File: config.mk
export PLATFORM = sky130hd
export DESIGN_NAME = offset_trim_seq
export DESIGN_NICKNAME = d
export VERILOG_FILES = /design/src/rtl/offset_trim_seq.sv
export SDC_FILE = /design/constraint.sdc
export NUM_CORES = 1
export LEC_CHECK = 0
export BUFFER_PORTS_ARGS = -buffer_cell sky130_fd_sc_hd__buf_2
export CAP_MARGIN = 20
export CORE_ASPECT_RATIO = 0.9
export CORE_MARGIN = 2
export CORE_UTILIZATION = 30
export CTS_CLUSTER_DIAMETER = 120
export DETAILED_ROUTE_END_ITERATION = 6
export GPL_TIMING_DRIVEN = 0
export PLACE_DENSITY = 0.56
export SETUP_SLACK_MARGIN = 0.05
export SLEW_MARGIN = 20
export SYNTH_ARGS = -nofsm -noshare
export SYNTH_HDL_FRONTEND = slang
export SYNTH_SLANG_ARGS = --single-unit
File: constraint.sdc
create_clock -name clk -period 2.6 [get_ports clk]
set_input_delay 0.26 -clock clk [delete_from_list [all_inputs] [get_ports clk]]
set_output_delay 0.26 -clock clk [all_outputs]
set_load 0.02 [all_outputs]
File: src/rtl/offset_trim_seq.sv
module offset_trim_seq #(
  parameter int ADC_W         = 10,
  parameter int SETTLE_CYCLES = 105000  // 1.05 ms at 100 MHz
) (
  input  logic             clk,
  input  logic             rst_n,
  input  logic             start,
  output logic             done,
  output logic             adc_start,
  input  logic             adc_ready,
  input  logic [ADC_W-1:0] adc_result,
  output logic             trim_mode,
  output logic [7:0]       trim_n,
  output logic [7:0]       trim_p
);
  localparam int MAG_W = 6;
  localparam int BIT_W = $clog2(MAG_W);
  localparam int CNT_W = $clog2(SETTLE_CYCLES + 1);
  localparam logic [7:0] RST_CODE = 8'h40;
  localparam logic [7:0] CAL_CODE = 8'hC0;
  localparam logic [CNT_W-1:0] T_LOAD = CNT_W'(SETTLE_CYCLES - 1);

  typedef enum logic [1:0] {S_IDLE, S_SETTLE, S_CONV} state_t;

  state_t           state;
  logic             pair, srch, pol;
  logic [BIT_W-1:0] bidx;
  logic [CNT_W-1:0] timer;
  logic [7:0]       cur, upd;
  logic             pair_end;

  wire [2:0] top3      = adc_result[ADC_W-1 -: 3];
  wire       top_ones  = &top3;
  wire       top_zeros = ~|top3;

  assign cur = pair ? trim_p : trim_n;

  always_comb begin
    upd      = cur;
    pair_end = 1'b0;
    if (!srch) begin
      if (top_ones) begin
        upd[MAG_W]   = 1'b1;
        upd[MAG_W-1] = 1'b1;
      end else if (top_zeros) begin
        upd[MAG_W]   = 1'b0;
        upd[MAG_W-1] = 1'b1;
      end else begin
        pair_end = 1'b1;
      end
    end else begin
      if (adc_result[ADC_W-1] != pol) upd[bidx] = 1'b0;
      if (bidx == '0) pair_end = 1'b1;
      else            upd[bidx - 1'b1] = 1'b1;
    end
    if (pair_end) upd[7] = 1'b0;
  end

  always_ff @(posedge clk or negedge rst_n) begin
    if (!rst_n) begin
      state     <= S_IDLE;
      pair      <= 1'b0;
      srch      <= 1'b0;
      pol       <= 1'b0;
      bidx      <= '0;
      timer     <= '0;
      trim_n    <= RST_CODE;
      trim_p    <= RST_CODE;
      trim_mode <= 1'b0;
      adc_start <= 1'b0;
      done      <= 1'b0;
    end else begin
      adc_start <= 1'b0;
      done      <= 1'b0;
      case (state)
        S_IDLE: if (start) begin
          trim_mode <= 1'b1;
          trim_n    <= CAL_CODE;
          pair      <= 1'b0;
          srch      <= 1'b0;
          timer     <= T_LOAD;
          state     <= S_SETTLE;
        end
        S_SETTLE: begin
          if (timer == '0) begin
            adc_start <= 1'b1;
            state     <= S_CONV;
          end else begin
            timer <= timer - 1'b1;
          end
        end
        S_CONV: if (adc_ready) begin
          if (pair) trim_p <= upd;
          else      trim_n <= upd;
          if (!pair_end) begin
            srch  <= 1'b1;
            timer <= T_LOAD;
            state <= S_SETTLE;
            if (!srch) begin
              pol  <= top_ones;
              bidx <= BIT_W'(MAG_W - 1);
            end else begin
              bidx <= bidx - 1'b1;
            end
          end else if (!pair) begin
            pair   <= 1'b1;
            srch   <= 1'b0;
            trim_p <= CAL_CODE;
            timer  <= T_LOAD;
            state  <= S_SETTLE;
          end else begin
            trim_mode <= 1'b0;
            done      <= 1'b1;
            state     <= S_IDLE;
          end
        end
        default: state <= S_IDLE;
      endcase
    end
  end
endmodule

==> impl_results.md, run 1 <==
* Final setup viols at 0
* Hold Startpoint: adc_result[7]
* Primary FF master, synth: dfrtp_1
* Clk slew on worst S/H paths at 0.09 ns
* Final Hold Viols at 0
* Nets at 334
* Async S/R FF share, synth at 100%
* Startpoint Class: flop
* Synthesized instance count at 281
* Max Cap Violations at 0
* Crit Path Class: flop to flop
* Fill cells at 837
* Starting Density at 31.1%
* Critical R2R Capture: timer[13]
* Worst vdd ir at 0.309 mV
* Port Buf Inserts at 25
* Cell area after layout at 2930 um^2
* Post-synth cell types at 54
* Hold WC Path Type: input pin to flop
* Crit Path Max Fanout at 7
* Avg WL per Cell at 15.5 um
* YS warnings at 0
* Mapped cell area at 2520 um^2
* Final worst-path setup slack at 0.166 ns
* I/O pins at 33
* Share of cells above drive strength 1 at 15.8%
* WHS Path Cells at 3
* Area grow syn2layout at 16.4%
* DRT iter0 DRCs at 203
* # rows at 31
* GRT Total Usage at 14.6%
* Sequential-to-total area share from yosys stat at 43.8%
* Most Frequent Cell on Critical Path: or4_4
* Mapped Avg Cell Area at 8.97 um^2
* RR Startpoint: timer[8]
* TritonCTS clock tree: done
* Vias at 2,258
* Highest clock rate at 411 MHz
* Post-DP HPWL at 4550 um
* TNS Setup at 0 ns
* Final Critical Period at 2.43 ns
* Post-Route WL at 6420 um
* H-tree Lvls at 2
* Global-route wire length before repair at 10,700 um
* Slew HR at 42.9%
* DRC violations left at 0
* Outcome: finished clean
* Cell family with most CP delay: simple AND/OR/NAND/NOR gates
* Clock root cell: clkbuf_8
* CP Capture Type: flop
* Worst path max stage delay at 0.57 ns
* PwrDens at 614 nW/um^2
* Bufs and invs on worst path at 1
* Final core utilization at 36.2%
* Place WS at 0.155 ns
* Leak at 1.23 nW
* CTS sink cnt at 44
* Critical Path Sink: timer[13]
* Vias per cell at 5.44
* Worst clock skew at 0.0121 ns
* Worst Setup SP: timer[8]
* Post-Synthesis Net Count at 299
* Clk buf depth at 2
* Die Y at 91.0 um
* Critical Path RT at 2.79 ns
* Placer Congestion at 0.871
* Gr ovfl total at 0
* Least-Margin Pin Slew at 0.849 ns
* Die W at 101 um
* Antenna Nets Post-Route at 0
* CP Depth at 6
* Placed cell area at 2770 um^2
* Fin crit share at 93.6%
* Clk Latency, worst-skew pair at 0.31 ns
* # diodes at 0
* Core footprint at 8110 um^2
* R2r setup slk at 0.17 ns
* Largest net degree at the start of global routing at 45
* Pre-antenna DRT Iters at 4
* Seq cells post-synth at 44
* Cts bufs inserted at 5
* Cell breakdown of the critical path: or4_4, or4_1, buf_2, or4_4, a21oi_1, o21bai_1
* Die area at 9150 um^2
* Critical path's slowest cell: or4_4
* Number of flops mapped to enable cells by yosys at 0
* Number of global-route vias before repair at 2,161
* Initial antenna violation count at 0
* R2R depth at 6
* RSZ-0062 raised after global routing: no
* CP arrival at 2.62 ns
* Final slew viol count at 0
what timing repair did:
action | CTS | global route
buffers inserted | 0 | 2
resized for setup | 0 | 1
hold endpoints to repair | 0 | 33
hold buffers | 0 | 1
endpoints found under the setup margin | 0 | 3
sequential cells by signal, indices dropped and copies added (netlist names):
signal and flops:
trim_mode 1, done 1, adc_start 1, state 2, bidx 3, trim_p 8
pol 1, trim_n 8, pair 1, srch 1, timer 17
worst min-delay path by stage:
| stage | to |
|---|---|
| 2_1_floorplan | adc_start |
| 3_3_place_gp | trim_p[6] |
| 3_5_place_dp | trim_p[6] |
| 4_1_cts | trim_n[4] |
| 5_1_grt | pol |
| 6_report | pol |
layout by cell type, fill, tap and decap left out, drive strengths merged, types with 3 or more instances in the layout:
master	n
nor2	30
dfrtp	42
inv	13
o21ai	26
nand2b	6
o41ai	3
buf	28
o31ai	3
a211oi	4
nand2	25
mux2i	8
o22ai	3
o211ai	3
or4	5
a22o	6
clkbuf	15
nand3b	3
ha	4
nand3	11
nor4	4
nor3	16
o21a	5
and3	4
a21oi	14
synthesized netlist by cell type (all sizes together), types with 2 or more instances:
cell / n / share of area [%]
dfstp: 2 / 2.1
or4: 5 / 2.0
clkbuf: 10 / 2.4
o211ai: 3 / 0.89
a21oi: 14 / 2.8
nand3b: 3 / 0.89
nand2: 25 / 3.7
mux2i: 8 / 3.2
and2: 2 / 0.50
inv: 13 / 1.9
nor2: 30 / 4.5
o22a: 2 / 0.69
nand3: 11 / 2.2
o21ai: 26 / 5.2
a2bb2oi: 2 / 0.69
and3: 4 / 0.99
o41ai: 3 / 1.0
ha: 4 / 2.0
mux2: 2 / 0.89
nor4: 4 / 0.99
nor3: 16 / 3.4
nand2b: 6 / 1.5
o31ai: 3 / 0.89
dfrtp: 42 / 42
o2bb2ai: 2 / 0.69
a21o: 2 / 0.60
a31oi: 2 / 0.50
a22o: 6 / 2.1
o21a: 5 / 1.5
o22ai: 3 / 0.74
a211oi: 4 / 1.2
report_power, final:
group / internal (mW) / total [mW] / switching (mW) / leakage (nW)
logic: 0.123 / 0.286 / 0.162 / 0.620
registers: 0.779 / 0.880 / 0.101 / 0.541
clock network: 0.379 / 0.634 / 0.255 / 0.0642
area by class of cell:
type                       count  area, um^2  area share, %
tap                           99         124           4.22
clock buffer                   5        68.8           2.35
inverter                      13        48.8           1.66
buffer                        11        66.3           2.26
sequential                    44        1100           37.6
timing repair buffer          28         153           5.20
clock inverter                 2        60.1           2.05
multi-input combinational    213        1310           44.6
layer usage:
metal | wire, um | GRT usage, % | part of all wire (%) | up-vias
li1 | - | - | - | 1104
met1 | 3300 | 21.4 | 52 | 1088
met2 | 2720 | 21.1 | 42 | 60
met3 | 307 | 3.39 | 4.8 | 6
met4 | 82 | 4.68 | 1.3 | 0
met5 | 0 | 0 | 0 | -
stage by stage:
stage / power (mW) / hold WS [ns] / instances
2_1_floorplan: 1.08 / -0.0356 / 281
3_3_place_gp: 1.17 / 0.468 / 405
3_5_place_dp: 1.18 / 0.468 / 405
4_1_cts: 1.81 / 0.167 / 412
5_1_grt: 1.91 / 0.274 / 415
6_report: 1.80 / 0.238 / 415
worst min-delay path, stage by stage:
cell	delay [ns]
buf_2	0.12
o41ai_1	0.08
nand2_1	0.05
kinds of logic after synthesis:
| group | share of synthesized area [%] |
|---|---|
| simple gates | 22.3 |
| fa+ha+maj | 1.99 |
| mux | 4.07 |
| xor+xnor | 0.347 |
| buf+inv | 4.57 |
| compound gates | 23.0 |
| flops | 43.8 |
No activity file was read; power rests on OpenSTA's default activity.
==> run 2, diff against run 1 <==
CTS_BUF_LIST = sky130_fd_sc_hd__clkbuf_2   (was not set)
GPL_ROUTABILITY_DRIVEN = 0   (was not set)
==> run 2 against run 1 <==
  * Register-to-register slack got worse by 0.04 ns
  * Die area did not move
  * Critical path depth did not move
  * Sequential share of layout area rose by 0.52 points
  * Total power fell by 7.6%
  * Combinational power barely moved
  * Routed wire length fell by 0.17%
  * Maximum frequency fell by 1.8%
  * Flip-flop and latch count did not move
  * First-iteration DRC count fell by 17%
  * Cell area fell by 1.4%
  * Clock power fell by 22%
==> impl_results.md, run 2 (synthesis gave the netlist of run 1 again) <==
* Outcome: finished clean (unchanged)
* RR Startpoint: timer[8] (unchanged)
* Fin crit share at 95.3% (was 93.6%)
* Core footprint at 8110 um^2 (unchanged)
* Initial antenna violation count at 0 (unchanged)
* Least-Margin Pin Slew at 0.908 ns (was 0.849 ns)
* Most common cell after layout, fill and taps aside: dfrtp_1 (unchanged)
* Place WS at 0.155 ns (unchanged)
* Post-DP HPWL at 4550 um (unchanged)
* Die area at 9150 um^2 (unchanged)
* Biggest register: timer (unchanged)
* Avg WL per Cell at 15.4 um (was 15.5 um)
* Hold WC Path Type: input pin to flop (unchanged)
* Leak at 1.21 nW (was 1.23 nW)
* Fill cells at 849 (was 837)
* Critical Path RT at 2.92 ns (was 2.79 ns)
* Share of cells above drive strength 1 at 16.1% (was 15.8%)
* DRT iter0 DRCs at 168 (was 203)
* Vias at 2,278 (was 2,258)
* Final Hold Viols at 0 (unchanged)
* Clock root cell: clkbuf_2 (was clkbuf_8)
* # diodes at 0 (unchanged)
* Most Frequent Cell on Critical Path: or4_4 (unchanged)
* Area grow syn2layout at 14.8% (was 16.4%)
* Cell family with most CP delay: simple AND/OR/NAND/NOR gates (unchanged)
* Critical path's slowest cell: or4_4 (unchanged)
* Pre-antenna DRT Iters at 5 (was 4)
* H-tree Lvls at 2 (unchanged)
* Clk slew on worst S/H paths at 0.26 ns (was 0.09 ns)
* Worst path max stage delay at 0.57 ns (about the same)
* Slew HR at 38.9% (was 42.9%)
* PwrDens at 575 nW/um^2 (was 614 nW/um^2)
* GRT Total Usage at 14.5% (was 14.6%)
* Post-Route WL at 6400 um (was 6420 um)
* Worst clock skew at 0.0343 ns (was 0.0121 ns)
* TritonCTS clock tree: done (unchanged)
* Final worst-path setup slack at 0.122 ns (was 0.166 ns)
* TNS Setup at 0 ns (unchanged)
* Starting Density at 31.1% (unchanged)
* Gr ovfl total at 0 (unchanged)
* Worst vdd ir at 0.264 mV (was 0.309 mV)
* Clk buf depth at 2 (unchanged)
* Vias per cell at 5.49 (was 5.44)
* Max Cap Violations at 0 (unchanged)
* Largest registers: timer (17), trim_n (8), trim_p (8) (unchanged)
* Clk Latency, worst-skew pair at 0.43 ns (was 0.31 ns)
* Hold Startpoint: start (was adc_result[7])
* DRC violations left at 0 (unchanged)
* Port Buf Inserts at 25 (unchanged)
* Largest net degree at the start of global routing at 45 (unchanged)
* Largest register FFs at 17 (unchanged)
* Die Y at 91.0 um (unchanged)
* CP Capture Type: flop (unchanged)
* Global-route wire length before repair at 10,700 um (about the same)
* Crit Path Max Fanout at 7 (unchanged)
* Crit Path Class: flop to flop (unchanged)
* Highest clock rate at 403 MHz (was 411 MHz)
* Cts bufs inserted at 5 (unchanged)
* Final slew viol count at 0 (unchanged)
* Most frequent cells in the layout: 42 x dfrtp_1, 30 x nor2_1, 25 x nand2_1, 25 x buf_2, 23 x o21ai_0 (unchanged)
* WHS at 0.106 ns (was 0.238 ns)
* CTS sink cnt at 44 (unchanged)
* Number of global-route vias before repair at 2,169 (was 2,161)
* CP arrival at 2.80 ns (was 2.62 ns)
* Antenna Nets Post-Route at 0 (unchanged)
* Startpoint Class: flop (unchanged)
* Worst Setup SP: timer[8] (unchanged)
* Final Critical Period at 2.48 ns (was 2.43 ns)
* Cell breakdown of the critical path: or4_4, or4_1, buf_2, or4_4, a21oi_1, o21bai_1 (unchanged)
* Final setup viols at 0 (unchanged)
* # rows at 31 (unchanged)
* RSZ-0062 raised after global routing: no (unchanged)
* Bufs and invs on worst path at 1 (unchanged)
* Nets at 334 (unchanged)
* Die W at 101 um (unchanged)
* I/O pins at 33 (unchanged)
## run 2: path summary, 6_finish.rpt
kind                       slack (ns)  depth (start not counted)         to
min in group asynchronous        0.33                          2    bidx[2]
hold / removal                   0.11                          3  trim_mode
max in group asynchronous        1.85                          2  timer[14]
hold reg to reg                  0.49                          2  trim_p[6]
setup reg to reg                 0.12                          6  timer[13]
setup / recovery                 0.12                          6  timer[13]
## run 2: layer usage
| layer | routed length, um | global-route usage [%] | up-vias | share of wire, % |
|---|---|---|---|---|
| met2 | 2710 | 21.1 | 62 | 42 |
| met1 | 3290 | 21.2 | 1104 | 51 |
| met3 | 324 | 3.16 | 5 | 5.1 |
| met5 | 0 | 0 | - | 0 |
| met4 | 76 | 4.91 | 0 | 1.2 |
| li1 | - | - | 1107 | - |
## run 2: through the flow
| stage | cells | power, mW | utilization [%] | area (um^2) |
|---|---|---|---|---|
| floorplan | 281 | 1.08 | - | 2520 |
| global placement | 405 | 1.17 | 34.2 | 2770 |
| detailed placement | 405 | 1.18 | 34.2 | 2770 |
| CTS | 413 | 1.67 | 35.3 | 2870 |
| global route | 415 | 1.77 | 35.7 | 2890 |
| finish | 415 | 1.66 | 35.7 | 2890 |
## run 2: report_power, final
part	switching [mW]	total, mW	internal (mW)
clock network	0.244	0.497	0.254
logic	0.161	0.285	0.123
registers	0.103	0.882	0.779
total	0.508	1.66	1.16
## run 2: area by class of cell
cell class                      instances  area (um^2)  area share, %
Multi-Input combinational cell        213         1310           45.4
Clock buffer                            5         25.0          0.865
Sequential cell                        44         1100           38.1
Clock inverter                          2         60.1           2.08
Inverter                               13         48.8           1.69
Timing Repair Buffer                   28          153           5.27
Buffer                                 11         66.3           2.29
Tap cell                               99          124           4.28
## run 2: worst register-to-register path, delay by kind of cell (launching register included)
family                 cells  cell delay (ns)
buffers and inverters      1             0.17
AND/OR/NAND/NOR            3             1.50
flip-flops                 1             0.46
AO/OA/AOI/OAI              2             0.23
## run 2: timing repair
action	CTS	global route
endpoints found under the hold margin	25	0
hold buffers	1	0
buffers inserted	0	2
resized for setup	0	2
setup endpoints to repair	0	8
==> run 3, diff against run 2 <==
CORE_ASPECT_RATIO = not set   (was 0.9)
CTS_BUF_LIST = not set   (was sky130_fd_sc_hd__clkbuf_2)
==> run 3 against run 2 <==
  * Worst hold slack gained 0.14 ns
  * Final cell count grew 1.2%
  * Die area is essentially flat
  * Maximum frequency grew 0.90%
  * First-iteration DRC count shrank 33%
  * Sequential share of layout area shrank 0.15 points
  * Clock power grew 7.6%
==> impl_results.md, run 3 (synthesis gave the netlist of run 1 again) <==
* Outcome: finished clean (unchanged)
* # diodes at 0 (unchanged)
* Gr ovfl total at 0 (unchanged)
* Post-DP HPWL at 4570 um (was 4550 um)
* Clk slew on worst S/H paths at 0.09 ns (was 0.26 ns)
* Final Hold Viols at 0 (unchanged)
* TritonCTS clock tree: done (unchanged)
* CP Capture Type: flop (unchanged)
* Global-route wire length before repair at 10,600 um (was 10,700 um)
* H-tree Lvls at 2 (unchanged)
* Clk buf depth at 2 (unchanged)
* Post-Route WL at 6460 um (was 6400 um)
* CP arrival at 2.64 ns (was 2.80 ns)
* Nets at 332 (was 334)
* Vias at 2,270 (was 2,278)
* Sw frac at 30.2% (was 30.5%)
* WHS at 0.242 ns (was 0.106 ns)
* Hold WC Path Type: input pin to flop (unchanged)
* DRT iter0 DRCs at 112 (was 168)
* Slew HR at 40.0% (was 38.9%)
* Largest register FFs at 17 (unchanged)
* Power Internal at 1.19 mW (was 1.16 mW)
* Die Y at 95.7 um (was 91.0 um)
* Least-Margin Pin Slew at 0.892 ns (was 0.908 ns)
* Highest clock rate at 407 MHz (was 403 MHz)
* Avg WL per Cell at 15.4 um (about the same)
* # rows at 33 (was 31)
* RSZ-0062 raised after global routing: no (unchanged)
* Critical Path RT at 2.79 ns (was 2.92 ns)
* CTS sink cnt at 44 (unchanged)
* Tot Pwr at 1.70 mW (was 1.66 mW)
* Final Critical Period at 2.46 ns (was 2.48 ns)
* Area grow syn2layout at 15.2% (was 14.8%)
* Final setup viols at 0 (unchanged)
* Most common cell after layout, fill and taps aside: dfrtp_1 (unchanged)
* Cts bufs inserted at 5 (unchanged)
* Flop pwr share at 52.0% (was 53.0%)
* TNS Setup at 0 ns (unchanged)
* Fin crit share at 94.5% (was 95.3%)
* Clk Latency, worst-skew pair at 0.31 ns (was 0.43 ns)
* Die area at 9150 um^2 (about the same)
* Place WS at 0.181 ns (was 0.155 ns)
* Number of global-route vias before repair at 2,076 (was 2,169)
* Placed cell area at 2780 um^2 (was 2770 um^2)
* Starting Density at 30.8% (was 31.1%)
* Crit Path Class: flop to flop (unchanged)
* Share of cells above drive strength 1 at 15.2% (was 16.1%)
* Clock root cell: clkbuf_8 (was clkbuf_2)
* DRC violations left at 0 (unchanged)
* Final slew viol count at 0 (unchanged)
* Largest registers: timer (17), trim_n (8), trim_p (8) (unchanged)
* Worst clock skew at 0.0104 ns (was 0.0343 ns)
* Port Buf Inserts at 25 (unchanged)
* Logic pwr share at 16.6% (was 17.1%)
* Cell area after layout at 2910 um^2 (was 2890 um^2)
* Biggest register: timer (unchanged)
* Initial antenna violation count at 0 (unchanged)
* Crit Path Max Fanout at 10 (was 7)
* Startpoint Class: flop (unchanged)
* GRT Total Usage at 14.9% (was 14.5%)
* Max Cap Violations at 0 (unchanged)
* Most frequent cells in the layout: 42 x dfrtp_1, 30 x nor2_1, 25 x nand2_1, 25 x buf_2, 23 x o21ai_0 (unchanged)
* Final worst-path setup slack at 0.144 ns (was 0.122 ns)
* Pre-antenna DRT Iters at 4 (was 5)
* Fill cells at 855 (was 849)
* Antenna Nets Post-Route at 0 (unchanged)
* Leak at 1.21 nW (about the same)
* Post-CTS Setup Bufs at 0 (unchanged)
* P_sw at 513 uW (was 508 uW)
* Die W at 95.7 um (was 101 um)
* Largest net degree at the start of global routing at 45 (unchanged)
* I/O pins at 33 (unchanged)
* Clock power frac at 31.4% (was 29.9%)
* PwrDens at 586 nW/um^2 (was 575 nW/um^2)
* Vias per cell at 5.40 (was 5.49)
* Worst vdd ir at 0.223 mV (was 0.264 mV)
* Core footprint at 8180 um^2 (was 8110 um^2)
==> run 3: changes by cell type in the layout (fill, tap and decap cells not counted), sizes merged <==
cell | previous run | this run
buf | 28 | 26
clkbuf | 15 | 16
clkinv | 0 | 1
bufinv | 2 | 1
==> run 3: power by group through the flow <==
stage | combinational (mW) | clock (mW) | sequential, mW
after global placement | 0.278 | 0 | 0.890
after floorplan | 0.211 | 0 | 0.872
after CTS | 0.285 | 0.547 | 0.881
after detailed placement | 0.286 | 0 | 0.893
after global routing | 0.327 | 0.581 | 0.901
final | 0.282 | 0.535 | 0.885
==> run 3: layout make-up <==
class | instances | area, um^2 | share of cell area, %
Multi-Input combinational cell | 213 | 1310 | 45.1
Sequential cell | 44 | 1100 | 38.0
Inverter | 13 | 48.8 | 1.68
Buffer | 11 | 66.3 | 2.28
Tap cell | 105 | 131 | 4.52
Clock inverter | 2 | 35.0 | 1.21
Timing Repair Buffer | 26 | 138 | 4.74
Clock buffer | 6 | 72.6 | 2.50
==> run 3: per-layer routing <==
metal / vias to the layer above / wire length (um) / track usage [%]
met4: 0 / 101 / 5.24
met2: 63 / 2800 / 21.6
met5: - / 0 / 0
met3: 8 / 376 / 3.56
met1: 1096 / 3190 / 21.5
li1: 1103 / - / -
==> run 3: timing repair <==
item,in CTS,in global routing
hold buffers,0,1
endpoints found under the setup margin,0,3
hold endpoints to repair,0,28
gates resized for setup,0,1
==> run 3: path summary, 6_finish.rpt <==
path                       slack [ns]        end     startpoint  depth (start not counted)
min                              0.24        pol  adc_result[8]                          3
max                              0.14   timer[2]       timer[8]                          6
max in group asynchronous        1.71   timer[0]          rst_n                          2
min in group asynchronous        0.48  trim_p[0]          rst_n                          2
min reg2reg                      0.48  trim_p[6]      trim_p[6]                          2
max reg2reg                      0.14   timer[2]       timer[8]                          6
==> run 3: metrics by stage <==
step / utilization, % / cells
2_1_floorplan: - / 281
3_5_place_dp: 34.0 / 411
6_report: 35.5 / 420
4_1_cts: 35.3 / 419
3_3_place_gp: 34.0 / 411
5_1_grt: 35.5 / 420
==> run 3: critical path, stage by stage (launching register included) <==
cell and delay (ns):
dfrtp_1 0.40, or4_4 0.57, nor4_1 0.31, nand3_1 0.33
clkbuf_1 0.35, a211oi_1 0.30, nor2_1 0.07
